<file path="src/rtl/rule_sched_pkg.sv">
package rule_sched_pkg;
  localparam int unsigned DEF_RULES  = 8;
  localparam int unsigned DEF_REGS   = 4;
  localparam int unsigned DEF_WIDTH  = 16;
  localparam int unsigned DEF_GROUPS = 3;
  localparam int unsigned DEF_GRP_W  = 2;
  localparam int unsigned DEF_RANK_W = 2;
  // rule7 .. rule0
  localparam logic [DEF_RULES-1:0][DEF_GRP_W-1:0]  DEF_GROUP_OF  = 16'hA940;
  localparam logic [DEF_RULES-1:0][DEF_REGS-1:0]   DEF_WRITE_MAP = 32'h8844_1A31;
  localparam logic [DEF_RULES-1:0][DEF_RANK_W-1:0] DEF_SEQ_RANK  = 16'h0440;
endpackage

</file>
<file path="src/rtl/rule_grp_arbiter.sv">
module rule_grp_arbiter #(
  parameter int unsigned        N_RULES = 8,
  parameter logic [N_RULES-1:0] MEMBERS = '1
) (
  input  logic [N_RULES-1:0] req_i,
  output logic [N_RULES-1:0] grant_o
);
  logic taken;

  // lowest index among member requests wins
  always_comb begin
    grant_o = '0;
    taken   = 1'b0;
    for (int i = 0; i < N_RULES; i++) begin
      if (MEMBERS[i] && req_i[i] && !taken) begin
        grant_o[i] = 1'b1;
        taken      = 1'b1;
      end
    end
  end
endmodule

</file>
<file path="src/rtl/rule_fire_sched.sv">
module rule_fire_sched #(
  parameter int unsigned N_RULES  = 8,
  parameter int unsigned N_GROUPS = 3,
  parameter int unsigned GRP_W    = 2,
  parameter logic [N_RULES-1:0][GRP_W-1:0] GROUP_OF = '0
) (
  input  logic [N_RULES-1:0] ready_i,
  output logic [N_RULES-1:0] fire_o
);
  function automatic logic [N_RULES-1:0] members_of(logic [GRP_W-1:0] g);
    logic [N_RULES-1:0] m;
    for (int i = 0; i < N_RULES; i++) m[i] = (GROUP_OF[i] == g);
    return m;
  endfunction

  logic [N_RULES-1:0] grant [N_GROUPS];

  for (genvar g = 0; g < N_GROUPS; g++) begin : g_grp
    rule_grp_arbiter #(
      .N_RULES(N_RULES),
      .MEMBERS(members_of(GRP_W'(g)))
    ) u_arb (
      .req_i  (ready_i),
      .grant_o(grant[g])
    );
  end

  // groups are disjoint, so grants merge by OR
  always_comb begin
    fire_o = '0;
    for (int g = 0; g < N_GROUPS; g++) fire_o = fire_o | grant[g];
  end
endmodule

</file>
<file path="src/rtl/rule_write_combiner.sv">
module rule_write_combiner #(
  parameter int unsigned N_RULES = 8,
  parameter int unsigned DATA_W  = 16,
  parameter int unsigned RANK_W  = 2,
  parameter logic [N_RULES-1:0] WRITERS = '0,
  parameter logic [N_RULES-1:0][RANK_W-1:0] SEQ_RANK = '0
) (
  input  logic [N_RULES-1:0]             fire_i,
  input  logic [N_RULES-1:0][DATA_W-1:0] value_i,
  output logic                           en_o,
  output logic [DATA_W-1:0]              next_o
);
  logic [N_RULES-1:0] kill;
  logic [N_RULES-1:0] pass;

  // a fired writer of higher rank overrides lower ranks
  always_comb begin
    kill = '0;
    for (int i = 0; i < N_RULES; i++) begin
      for (int j = 0; j < N_RULES; j++) begin
        if (WRITERS[j] && (SEQ_RANK[j] > SEQ_RANK[i])) kill[i] = kill[i] | fire_i[j];
      end
    end
  end

  assign pass = fire_i & WRITERS & ~kill;

  always_comb begin
    next_o = '0;
    for (int i = 0; i < N_RULES; i++) next_o = next_o | (value_i[i] & {DATA_W{pass[i]}});
  end

  assign en_o = |(fire_i & WRITERS);
endmodule

</file>
<file path="src/rtl/rule_state_bank.sv">
module rule_state_bank #(
  parameter int unsigned N_REGS = 4,
  parameter int unsigned DATA_W = 16
) (
  input  logic                          clk_i,
  input  logic                          rst_ni,
  input  logic [N_REGS-1:0]             en_i,
  input  logic [N_REGS-1:0][DATA_W-1:0] next_i,
  output logic [N_REGS-1:0][DATA_W-1:0] state_o
);
  always_ff @(posedge clk_i or negedge rst_ni) begin
    if (!rst_ni) begin
      state_o <= '0;
    end else begin
      for (int k = 0; k < N_REGS; k++) begin
        if (en_i[k]) state_o[k] <= next_i[k];
      end
    end
  end
endmodule

</file>
<file path="src/rtl/rule_sched_top.sv">
module rule_sched_top
  import rule_sched_pkg::*;
#(
  parameter int unsigned N_RULES  = DEF_RULES,
  parameter int unsigned N_REGS   = DEF_REGS,
  parameter int unsigned DATA_W   = DEF_WIDTH,
  parameter int unsigned N_GROUPS = DEF_GROUPS,
  parameter int unsigned GRP_W    = DEF_GRP_W,
  parameter int unsigned RANK_W   = DEF_RANK_W,
  parameter logic [N_RULES-1:0][GRP_W-1:0]  GROUP_OF  = DEF_GROUP_OF,
  parameter logic [N_RULES-1:0][N_REGS-1:0] WRITE_MAP = DEF_WRITE_MAP,
  parameter logic [N_RULES-1:0][RANK_W-1:0] SEQ_RANK  = DEF_SEQ_RANK
) (
  input  logic                          clk_i,
  input  logic                          rst_ni,
  input  logic [N_RULES-1:0]            ready_i,
  input  logic [N_RULES-1:0][DATA_W-1:0] value_i,
  output logic [N_RULES-1:0]            fire_o,
  output logic [N_REGS-1:0]             wen_o,
  output logic [N_REGS-1:0][DATA_W-1:0] state_o
);
  function automatic logic [N_RULES-1:0] writers_of(int unsigned k);
    logic [N_RULES-1:0] w;
    for (int i = 0; i < N_RULES; i++) w[i] = WRITE_MAP[i][k];
    return w;
  endfunction

  logic [N_REGS-1:0][DATA_W-1:0] next_val;

  rule_fire_sched #(
    .N_RULES (N_RULES),
    .N_GROUPS(N_GROUPS),
    .GRP_W   (GRP_W),
    .GROUP_OF(GROUP_OF)
  ) u_sched (
    .ready_i(ready_i),
    .fire_o (fire_o)
  );

  for (genvar k = 0; k < N_REGS; k++) begin : g_reg
    rule_write_combiner #(
      .N_RULES (N_RULES),
      .DATA_W  (DATA_W),
      .RANK_W  (RANK_W),
      .WRITERS (writers_of(k)),
      .SEQ_RANK(SEQ_RANK)
    ) u_comb (
      .fire_i (fire_o),
      .value_i(value_i),
      .en_o   (wen_o[k]),
      .next_o (next_val[k])
    );
  end

  rule_state_bank #(
    .N_REGS(N_REGS),
    .DATA_W(DATA_W)
  ) u_bank (
    .clk_i  (clk_i),
    .rst_ni (rst_ni),
    .en_i   (wen_o),
    .next_i (next_val),
    .state_o(state_o)
  );
endmodule

</file>
<file path="config.mk">
export PLATFORM = sky130hd
export DESIGN_NAME = rule_sched_top
export DESIGN_NICKNAME = d
export VERILOG_FILES = /design/src/rtl/rule_sched_pkg.sv /design/src/rtl/rule_grp_arbiter.sv /design/src/rtl/rule_fire_sched.sv /design/src/rtl/rule_write_combiner.sv /design/src/rtl/rule_state_bank.sv /design/src/rtl/rule_sched_top.sv
export SDC_FILE = /design/constraint.sdc
export NUM_CORES = 1
export LEC_CHECK = 0
export BUFFER_PORTS_ARGS = -buffer_cell sky130_fd_sc_hd__buf_4
export CELL_PAD_IN_SITES_DETAIL_PLACEMENT = 2
export CELL_PAD_IN_SITES_GLOBAL_PLACEMENT = 2
export CORE_AREA = 8 8 127 129
export CTS_CLUSTER_DIAMETER = 60
export DETAILED_ROUTE_END_ITERATION = 16
export DIE_AREA = 0 0 135 137
export GPL_TIMING_DRIVEN = 0
export PLACE_DENSITY = 0.8
export SLEW_MARGIN = 20
export SYNTH_ARGS = -nofsm -noshare
export SYNTH_HDL_FRONTEND = slang
export SYNTH_HIERARCHICAL = 1
export SYNTH_SLANG_ARGS = --single-unit
</file>
<file path="constraint.sdc">
create_clock -name clk_i -period 4.5 [get_ports clk_i]
set_input_delay 0.9 -clock clk_i [delete_from_list [all_inputs] [get_ports clk_i]]
set_output_delay 0.9 -clock clk_i [all_outputs]
set_load 0.005 [all_outputs]
</file>
# Yosys cells after proc, flatten, opt, wreduce, memory -nomap -nowiden
# Cells that the tools add are included.
# classes
mux,10
bitwise,43
reduce_logical,14
# ops
operator,count
$and A16 B16 Y16,20
$or A16 B16 Y16,17
$not A8 Y8,2
$mux W1,10
$and A4 B8 Y8,1
$and A6 B8 Y8,1
$or A5 B8 Y8,1
$reduce_or A3 Y1,2
$logic_and A1 B1 Y1,5
$logic_not A1 Y1,5
$or A3 B5 Y5,1
$reduce_or A2 Y1,2
# totals
regBits,64
input_bits,138
out_inout_bits,76
elab_cells,71

# Logic depth before layout (Yosys ltp)
# Gate-level depths: netlist of run 1.
# depth
depth_word,19
ltp_mapped,8
mapped_depth_nobuf,5

# Modules after synthesis
# The synthesis of run 1 kept the hierarchy.
# by_module_without_submodules
module,instances,cells_each,area_per_inst_um2,seq_area_each_um2
rule_state_bank,1,136,2597.5,1601.5
rule_write_combiner (g_reg[0].u_comb),1,56,432.9,0.0
rule_write_combiner (g_reg[3].u_comb),1,39,291.5,0.0
rule_write_combiner (g_reg[1].u_comb),1,21,202.7,0.0
rule_write_combiner (g_reg[2].u_comb),1,22,198.9,0.0
rule_grp_arbiter (u_sched.g_grp[0].u_arb ...),2,9,67.6,0.0
rule_grp_arbiter (u_sched.g_grp[1].u_arb),1,9,70.1,0.0
rule_fire_sched,1,8,50.0,0.0

# Least setup slack after synthesis of run 1
# Ideal clock, no wire load.
# synth_path
kind,input to output
start,input port ready_i[2]
end,output port wen_o[3]
arrival_ps,2007
required_ps,3600
setup_slack_ps,1593
path_stages,4
n_path_buf,1
cell_sequence,nor3b_2 -> or3_1 -> buf_6 -> or3_1
# synth_between
elab_chain_len,5
# synth_lines
item,line_no,text
start: declaration,rule_sched_top.sv:16,"input logic [N_RULES-1:0] ready_i,"
$logic_and A1 B1 Y1,rule_grp_arbiter.sv:15,if (MEMBERS[i] && req_i[i] && !taken) begin
$mux W1,rule_grp_arbiter.sv:15,
$or A3 B5 Y5,rule_fire_sched.sv:31,for (int g = 0; g < N_GROUPS; g++) fire_o = fire_o | grant[g];
$or A5 B8 Y8,rule_fire_sched.sv:31,
via fire_o[2],rule_sched_top.sv:18,"output logic [N_RULES-1:0] fire_o,"
$reduce_or A3 Y1,rule_write_combiner.sv:33,assign en_o = |(fire_i & WRITERS);
end: declaration,rule_sched_top.sv:19,"output logic [N_REGS-1:0] wen_o,"
# The timed path passes the listed nets, and every way through them passes these cells.

==> flow_summary_export.csv, run 1 <==
group,metric,value,unit
outcome,status,"finished, final reports clean",
global_route,grt_max_degree,65,
global_route,use_met2,30.9,%
route,drc,0,
clock_network,ctsRootBufferMaster,"clkbuf_16",
route,vias,3506,
cells_and_area,reg_top3,"u_bank/state_o (64)",
pwr,pwr-share-seq,35.6,%
cells_and_area,largest_reg_flops,64,
clock_network,holdBufCountCts,0,
die,core-area,0.0142,mm²
timing,tns,0,ps
cells_and_area,drive_gt1_share,67.7,%
die,rows,44,
timing,post-route-period-util,71.2,%
clock_network,clk_path_buf_depth,2,
global_route,grt_pass1_vias,4169,
setup_path,worst_r2r_path_depth,1,
die,dieWidth,135,µm
setup_path,cp_max_fo,8,
timing,fin_skew,0,ps
cells_and_area,diodes,0,
clock_network,cts_sinks,64,
timing,slew_headroom,40.9,%
cells_and_area,fin_area,0.00618,mm²
global_route,antenna_found_initial,0,
setup_path,cp_slowest_cell,"or3_1",
yosys,yosys.cell_types.count,25,
die,die_height,137,µm
pwr,p_clk_share,41.5,%
setup_path,cpPeakStageDelay,410,ps
worst_hold_path,holdPathEnd,"u_bank/state_o[2]",
route,first_pass_iters,4,
cells_and_area,final_cell_mix,"buf_4, dfrtp_1, mux2_4, a22o_1, mux2_2",
global_route,top_usage_layer,"met2",
yosys,synth_warnings,6,
route,postRouteAntennaNets,0,
setup_path,rr_startpoint,"u_bank/state_o[25]",
clock_network,cts.clk_slew.worst_paths,60,ps
pwr,leakage,3.08,nW
setup_path,worstSetupStartpoint,"ready_i[2]",
yosys,synth-seq-area-share,40.3,%
timing,setup_slack,1300,ps
pwr,p_switching,0.451,mW
global_route,grtUsageMet3,6.42,%
timing,rsz0062_at_grt,"false",
placement,dp_slack,1290,ps
yosys,synth_cells,309,
yosys,synth-seq-cells,64,
setup_path,startpoint_type,"input port",
timing,max_freq,312,MHz
cells_and_area,num-nets-final,684,
run,drv_cap,0,
timing,tightest_slew,886,ps
pwr,combPwrFrac,22.9,%
pwr,swShare,24.6,%
setup_path,path_cells,"buf_4 > nor3b_2 > or3_1 > buf_6 > or3_1 > buf_4",
die,start_util,28.0,%
setup_path,crit_required,3600,ps
route,wl_per_cell,21.9,µm
placement,placed_cell_area,0.00586,mm²
die,die_area,0.0185,mm²
worst_hold_path,whs_path_depth,1,
setup_path,critical_path_class,"in -> out",
cells_and_area,syn_to_final_growth,55.3,%
worst_hold_path,min_from,"u_bank/state_o[2]",
setup_path,r2r-end,"u_bank/state_o[25]",
yosys,avgSynthCellArea,12.9,µm²
placement,gp_routability_congestion,0.752,
setup_path,cp-end-kind,"primary output",
placement,port_buffers,213,
clock_network,postCtsSetupBuffers,0,
die,ioPinCount,214,
global_route,grt_pass1_wl,24300,µm
setup_path,ff2ff_setup_slack,3710,ps
timing,fin_crit,3200,ps
worst_hold_path,worstHoldPathType,"reg -> reg",
route,viasPerCell,4.77,
clock_network,cts_tree,"yes",
timing,setup_violations,0,
cells_and_area,top_register,"u_bank/state_o",
global_route,use_met1,18.0,%
placement,hpwl,13100,µm
clock_network,clkLatencyLatePin,330,ps
yosys,netlist_area,0.00398,mm²
global_route,grt_overflow,0,
pwr,powerDensity,296,mW/mm²
timing,hold_viol,0,
global_route,grt_use_total,17.2,%
clock_network,cts_resized,0,
pwr,irDropWorstVdd,0.173,mV
route,drtIter0Drc,119,
setup_path,cp.arrival,2300,ps
route,wl,16100,µm
clock_network,htreeDepth,3,
timing,slew_violations,0,
cells_and_area,mostFrequentLayoutCell,"buf_4",
clock_network,numCtsBuffers,9,
pwr,internal_power,1.38,mW
-- power groups by stage --
stage / logic [mW] / clock network [mW] / registers, mW
finish: 0.418 / 0.760 / 0.652
global route: 0.452 / 0.804 / 0.657
CTS: 0.426 / 0.784 / 0.653
detailed placement: 0.424 / 0 / 0.662
global placement: 0.410 / 0 / 0.658
floorplan: 0.176 / 0 / 0.660
-- cell usage after synthesis (all sizes together) --
cell | count | area share, %
or3 | 10 | 1.6
inv | 16 | 1.5
or2 | 2 | 0.31
nor2b | 4 | 1.0
dfrtp | 64 | 40
a22o | 32 | 7.2
conb | 3 | 0.28
buf | 48 | 12
nor3b | 2 | 0.63
nand2 | 16 | 1.5
mux2 | 64 | 22
a22oi | 16 | 4.4
o21ai | 16 | 3.0
a222oi | 16 | 4.0
-- critical path: cells and delay by family --
family                 cells  cell delay, ps
and+or+nand+nor            3             960
buffers and inverters      3             440
-- worst max-delay path by stage --
| stage | endpoint | cells after the start |
|---|---|---|
| 6_report | wen_o[3] | 6 |
| 3_5_place_dp | wen_o[3] | 6 |
| 4_1_cts | wen_o[3] | 6 |
| 2_1_floorplan | wen_o[3] | 4 |
| 3_3_place_gp | wen_o[3] | 6 |
| 5_1_grt | wen_o[3] | 6 |
-- routing by layer --
metal  vias up  routed length [µm]
met2       150                8330
met3        17                1390
met5         -                   0
met1      1756                6070
met4         0                 295
li1       1583                   -
-- per-stage QoR --
step,util [%],total power [mW],hold slack [ps],std cells
detailed placement,41.2,1.09,497,719
global route,43.5,1.91,530,735
finish,43.5,1.83,511,735
floorplan,-,0.836,505,322
CTS,43.5,1.86,512,735
global placement,41.2,1.07,492,719
-- cell type report --
cell class	count	area (µm²)
Buffer	48	494
Multi-Input combinational cell	194	1870
Sequential cell	64	1600
Clock buffer	10	239
Tap cell	184	230
Timing Repair Buffer	213	1600
Inverter	16	60.1
Fill cell	1480	8030
Clock inverter	6	82.6
-- cell families (layout without fill, tap and decap cells) --
kind of cell           count (synthesis)  count (layout)  synth area share (%)
DFF                                   64              64                  40.3
AOI/OAI and AO/OA                     80              80                  18.6
other                                  3              16                 0.283
muxes                                 64              64                  21.9
and+or+nand+nor                       34              34                  5.03
buffers and inverters                 64             293                  13.9
Note: power is estimated with default switching activity, not from simulation.
==> inputs of run 2 (changes only) <==
--- a/config.mk
+++ b/config.mk
@@ -8,12 +8,12 @@
 export BUFFER_PORTS_ARGS = -buffer_cell sky130_fd_sc_hd__buf_4
 export CELL_PAD_IN_SITES_DETAIL_PLACEMENT = 2
 export CELL_PAD_IN_SITES_GLOBAL_PLACEMENT = 2
-export CORE_AREA = 8 8 127 129
+export CORE_AREA = 8 8 131 133
 export CTS_CLUSTER_DIAMETER = 60
 export DETAILED_ROUTE_END_ITERATION = 16
-export DIE_AREA = 0 0 135 137
+export DIE_AREA = 0 0 139 141
 export GPL_TIMING_DRIVEN = 0
-export PLACE_DENSITY = 0.8
+export PLACE_DENSITY = 0.76
 export SLEW_MARGIN = 20
 export SYNTH_ARGS = -nofsm -noshare
 export SYNTH_HDL_FRONTEND = slang
==> constraint.sdc (replaced) <==
create_clock -name clk_i -period 3.1 [get_ports clk_i]
set_input_delay 0.62 -clock clk_i [delete_from_list [all_inputs] [get_ports clk_i]]
set_output_delay 0.62 -clock clk_i [all_outputs]
set_load 0.005 [all_outputs]
==> flow_summary_export.csv, run 2 (same netlist as run 1, synthesis figures left out) <==
group,metric,value,unit
outcome,status,"finished, final reports clean",
pwr,pwr-share-seq,36.7,%
cells_and_area,num-nets-final,684,
timing,slew_violations,0,
global_route,grt_pass1_wl,25000,µm
cells_and_area,final_util,41.2,%
setup_path,cp_num_buf_inv,3,
cells_and_area,fillCellCount,1586,
die,die_height,141,µm
timing,hold_viol,0,
route,wl_per_cell,21.5,µm
timing,setup_slack,458,ps
global_route,grt_max_degree,65,
cells_and_area,mostFrequentLayoutCell,"buf_4",
placement,port_buffers,213,
route,drtIter0Drc,132,
global_route,grt_use_total,16.5,%
clock_network,cts_sinks,64,
cells_and_area,drive_gt1_share,67.3,%
setup_path,path_depth,6,
pwr,internal_power,1.95,mW
timing,tns,0,ps
cells_and_area,top_register,"u_bank/state_o",
route,drc,0,
cells_and_area,regArea,0.00160,mm²
pwr,combPwrFrac,23.4,%
pwr,p_switching,0.636,mW
timing,hold_ws,393,ps
die,ioPinCount,214,
route,wl,15900,µm
die,dieWidth,139,µm
placement,dp_slack,457,ps
setup_path,cp-end-kind,"primary output",
route,vias,3479,
clock_network,cts_resized,0,
setup_path,startpoint_type,"input port",
global_route,grt_pass1_vias,4231,
pwr,swShare,24.6,%
cells_and_area,final_cell_mix,"buf_4, dfrtp_1, mux2_4, a22o_1, mux2_2",
die,die_area,0.0196,mm²
pwr,irDropWorstVdd,0.254,mV
setup_path,cp.arrival,2020,ps
placement,gp_routability_congestion,0.784,
cells_and_area,reg_top3,"u_bank/state_o (64)",
clock_network,cts.clk_slew.worst_paths,50,ps
pwr,powerDensity,419,mW/mm²
clock_network,holdBufCountCts,0,
cells_and_area,multiInputGateArea,0.00187,mm²
clock_network,htreeDepth,3,
timing,slew_headroom,42.9,%
timing,max_freq,378,MHz
clock_network,postCtsSetupBuffers,0,
die,start_util,26.6,%
setup_path,cp_slowest_cell,"or3_1",
clock_network,cts_tree,"yes",
pwr,p_clk_share,39.9,%
setup_path,worst_r2r_path_depth,1,
setup_path,crit_family,"simple AND/OR/NAND/NOR gates",
timing,post-route-period-util,85.2,%
clock_network,clkLatencyLatePin,330,ps
cells_and_area,syn_to_final_growth,54.9,%
run,drv_cap,0,
clock_network,clk_path_buf_depth,2,
placement,hpwl,13000,µm
setup_path,ff2ff_setup_slack,2300,ps
timing,setup_violations,0,
timing,fin_skew,0,ps
route,viasPerCell,4.70,
die,core-area,0.0150,mm²
worst_hold_path,worstHoldPathType,"in -> async",
timing,rsz0062_at_grt,"false",
clock_network,ctsRootBufferMaster,"clkbuf_16",
setup_path,cp_max_fo,8,
timing,fin_crit,2640,ps
pwr,leakage,3.07,nW
clock_network,numCtsBuffers,9,
global_route,grt_overflow,0,
setup_path,critical_path_class,"in -> out",
setup_path,path_cells,"buf_4 > nor3b_2 > or3_1 > buf_6 > or3_1 > buf_4",
setup_path,crit_required,2480,ps
pwr,total_power,2.58,mW
timing,tightest_slew,856,ps
cells_and_area,largest_reg_flops,64,
global_route,antenna_found_initial,1,
route,postRouteAntennaNets,0,
die,rows,45,
setup_path,cpPeakStageDelay,410,ps
route,first_pass_iters,4,
run 2: changes by cell type in the layout (fill, tap and decap cells not counted):
cell and change:
bufinv_16 -1, clkinvlp_4 -1, diode_2 +1, clkinv_2 -1
clkbuf_1 +2, clkbuf_8 +1
run 2: layer usage:
metal / GRT usage, % / share of wire, %
met3: 5.37 / 7.8
met1: 18.1 / 39
met5: 0 / 0
met2: 28.8 / 51
met4: 7.45 / 2.4
run 2: through the flow:
| stage | cell area (µm²) | std cells |
|---|---|---|
| after floorplan | 4030 | 322 |
| final | 6160 | 740 |
| after detailed placement | 5860 | 723 |
| after global placement | 5860 | 723 |
| after CTS | 6160 | 739 |
| after global routing | 6160 | 740 |
run 2: final cells by class:
type	count	share of cell area, %
multi-input cells	194	30.4
flip-flops and latches	64	26.0
repair buffers	213	25.9
plain buffers	48	8.02
clock buffers	13	4.22
well taps	188	3.82
inverters	16	0.974
clock inverters	3	0.649
diodes	1	0.0406
run 2: worst paths after layout:
path	startpoint	endpoint
setup / recovery	ready_i[2]	wen_o[3]
hold / removal	rst_ni	u_bank/state_o[53]
setup reg to reg	u_bank/state_o[8]	u_bank/state_o[8]
hold reg to reg	u_bank/state_o[47]	u_bank/state_o[47]
max in group asynchronous	rst_ni	u_bank/state_o[19]
min in group clk_i	u_bank/state_o[47]	u_bank/state_o[47]
run 2: power groups by stage:
stage	Clock (mW)	Combinational (mW)	Sequential, mW
floorplan	0	0.255	0.959
global placement	0	0.597	0.956
CTS	1.08	0.618	0.948
detailed placement	0	0.615	0.961
finish	1.03	0.605	0.947
global route	1.10	0.656	0.955
==> inputs of run 3 (changes only) <==
==> constraint.sdc (replaced) <==
create_clock -name clk_i -period 3.1 [get_ports clk_i]
set_input_delay 0.93 -clock clk_i [delete_from_list [all_inputs] [get_ports clk_i]]
set_output_delay 0.93 -clock clk_i [all_outputs]
set_load 0.005 [all_outputs]
==> flow_summary_export.csv, run 3 (same netlist as run 1, synthesis figures left out) <==
group,metric,value,unit
outcome,status,"finished, final reports clean",
global_route,grt_pass1_wl,25200,µm
timing,slew_headroom,42.5,%
die,ioPinCount,214,
die,rows,45,
worst_hold_path,whs_path_depth,1,
timing,rsz0062_at_grt,"false",
die,dieWidth,139,µm
setup_path,cpPeakStageDelay,370,ps
pwr,total_power,2.59,mW
clock_network,cts.clk_slew.worst_paths,50,ps
cells_and_area,fillCellCount,1586,
timing,tns,0,ps
cells_and_area,reg_top3,"u_bank/state_o (64)",
cells_and_area,mostFrequentLayoutCell,"buf_4",
worst_hold_path,worstHoldPathType,"reg -> reg",
clock_network,ctsRootBufferMaster,"clkbuf_16",
setup_path,path_cells,"buf_4 > nor3b_2 > or3_4 > buf_6 > or3_4 > buf_6",
setup_path,startpoint_type,"input port",
run,drv_cap,0,
clock_network,htreeDepth,3,
timing,fin_crit,3070,ps
route,wl_per_cell,21.6,µm
setup_path,crit_required,2170,ps
timing,hold_viol,0,
placement,hpwl,13000,µm
route,viasPerCell,4.69,
placement,gp_routability_congestion,0.784,
pwr,irDropWorstVdd,0.254,mV
cells_and_area,drive_gt1_share,69.0,%
setup_path,cp.arrival,2140,ps
route,drtIter0Drc,137,
cells_and_area,final_cell_mix,"buf_4, dfrtp_1, mux2_4, a22o_1, mux2_2",
timing,post-route-period-util,99.0,%
setup_path,path_depth,6,
timing,slew_violations,0,
clock_network,numCtsBuffers,9,
cells_and_area,top_register,"u_bank/state_o",
cells_and_area,num-nets-final,687,
setup_path,cp_max_fo,2,
route,wl,16100,µm
pwr,leakage,3.10,nW
global_route,grt_use_total,16.7,%
global_route,grt_max_degree,65,
clock_network,clk_path_buf_depth,2,
cells_and_area,syn_to_final_growth,56.7,%
route,vias,3485,
global_route,grt_overflow,0,
clock_network,holdBufCountCts,0,
setup_path,cp-end-kind,"primary output",
die,die_height,141,µm
die,die_area,0.0196,mm²
clock_network,cts_tree,"yes",
route,drc,0,
setup_path,cp_slowest_cell,"or3_4",
route,postRouteAntennaNets,0,
timing,tightest_slew,862,ps
timing,setup_violations,0,
global_route,antenna_found_initial,1,
clock_network,clkLatencyLatePin,340,ps
cells_and_area,largest_reg_flops,64,
route,first_pass_iters,4,
timing,max_freq,326,MHz
placement,port_buffers,213,
setup_path,critical_path_class,"in -> out",
timing,fin_skew,0,ps
setup_path,ff2ff_setup_slack,2300,ps
die,core-area,0.0150,mm²
setup_path,cp_num_buf_inv,3,
setup_path,crit_family,"simple AND/OR/NAND/NOR gates",
setup_path,worst_r2r_path_depth,1,
die,start_util,26.6,%
pwr,powerDensity,415,mW/mm²
global_route,grt_pass1_vias,4257,
clock_network,cts_sinks,64,
## run 3: repair_timing
| action | CTS | global route |
|---|---|---|
| pin swaps | 5 | 4 |
| buffers inserted | 4 | 2 |
| gates resized for setup | 11 | 4 |
| endpoints found under the hold margin | 0 | 0 |
| endpoints found under the setup margin | 3 | 3 |
## run 3: cell type report
class                   instances  area (µm²)  area share [%]
clock inverters                 3        40.0           0.642
well taps                     188         235            3.77
repair buffers                219        1650            26.5
flip-flops and latches         64        1600            25.7
inverters                      16        60.1           0.963
diodes                          1        2.50          0.0401
clock buffers                  13         260            4.17
multi-input cells             194        1920            30.7
plain buffers                  45         467            7.49
## run 3: worst paths after layout
| check | startpoint | end |
|---|---|---|
| max | ready_i[7] | wen_o[3] |
| min | u_bank/state_o[47] | u_bank/state_o[47] |
| max reg2reg | u_bank/state_o[8] | u_bank/state_o[8] |
| min reg2reg | u_bank/state_o[47] | u_bank/state_o[47] |
| max in group asynchronous | rst_ni | u_bank/state_o[33] |
| min in group asynchronous | rst_ni | u_bank/state_o[53] |
## run 3: metal layers
metal | up-vias | GRT usage, % | routed length (µm)
met5 | - | 0 | 0
met3 | 20 | 5.37 | 1210
met1 | 1731 | 18.2 | 6280
met2 | 138 | 29.2 | 8200
li1 | 1596 | - | -
met4 | 0 | 7.45 | 379
## run 3: report_power, final
part | total (mW) | internal [mW] | switching, mW
clock | 1.03 | 0.664 | 0.367
sequential | 0.947 | 0.905 | 0.0420
combinational | 0.612 | 0.382 | 0.230
total | 2.59 | 1.95 | 0.639
## run 3: metrics by stage
step | hold slack (ps) | cells | setup WS (ps) | instance area, µm² | util, %
after global routing | 527 | 743 | 2.53 | 6230 | 41.6
after global placement | 493 | 723 | -138 | 5860 | 39.1
after detailed placement | 502 | 723 | -163 | 5860 | 39.1
final | 507 | 743 | 31.2 | 6230 | 41.6
after floorplan | 505 | 322 | 133 | 4030 | -
after CTS | 515 | 742 | 0.308 | 6230 | 41.6
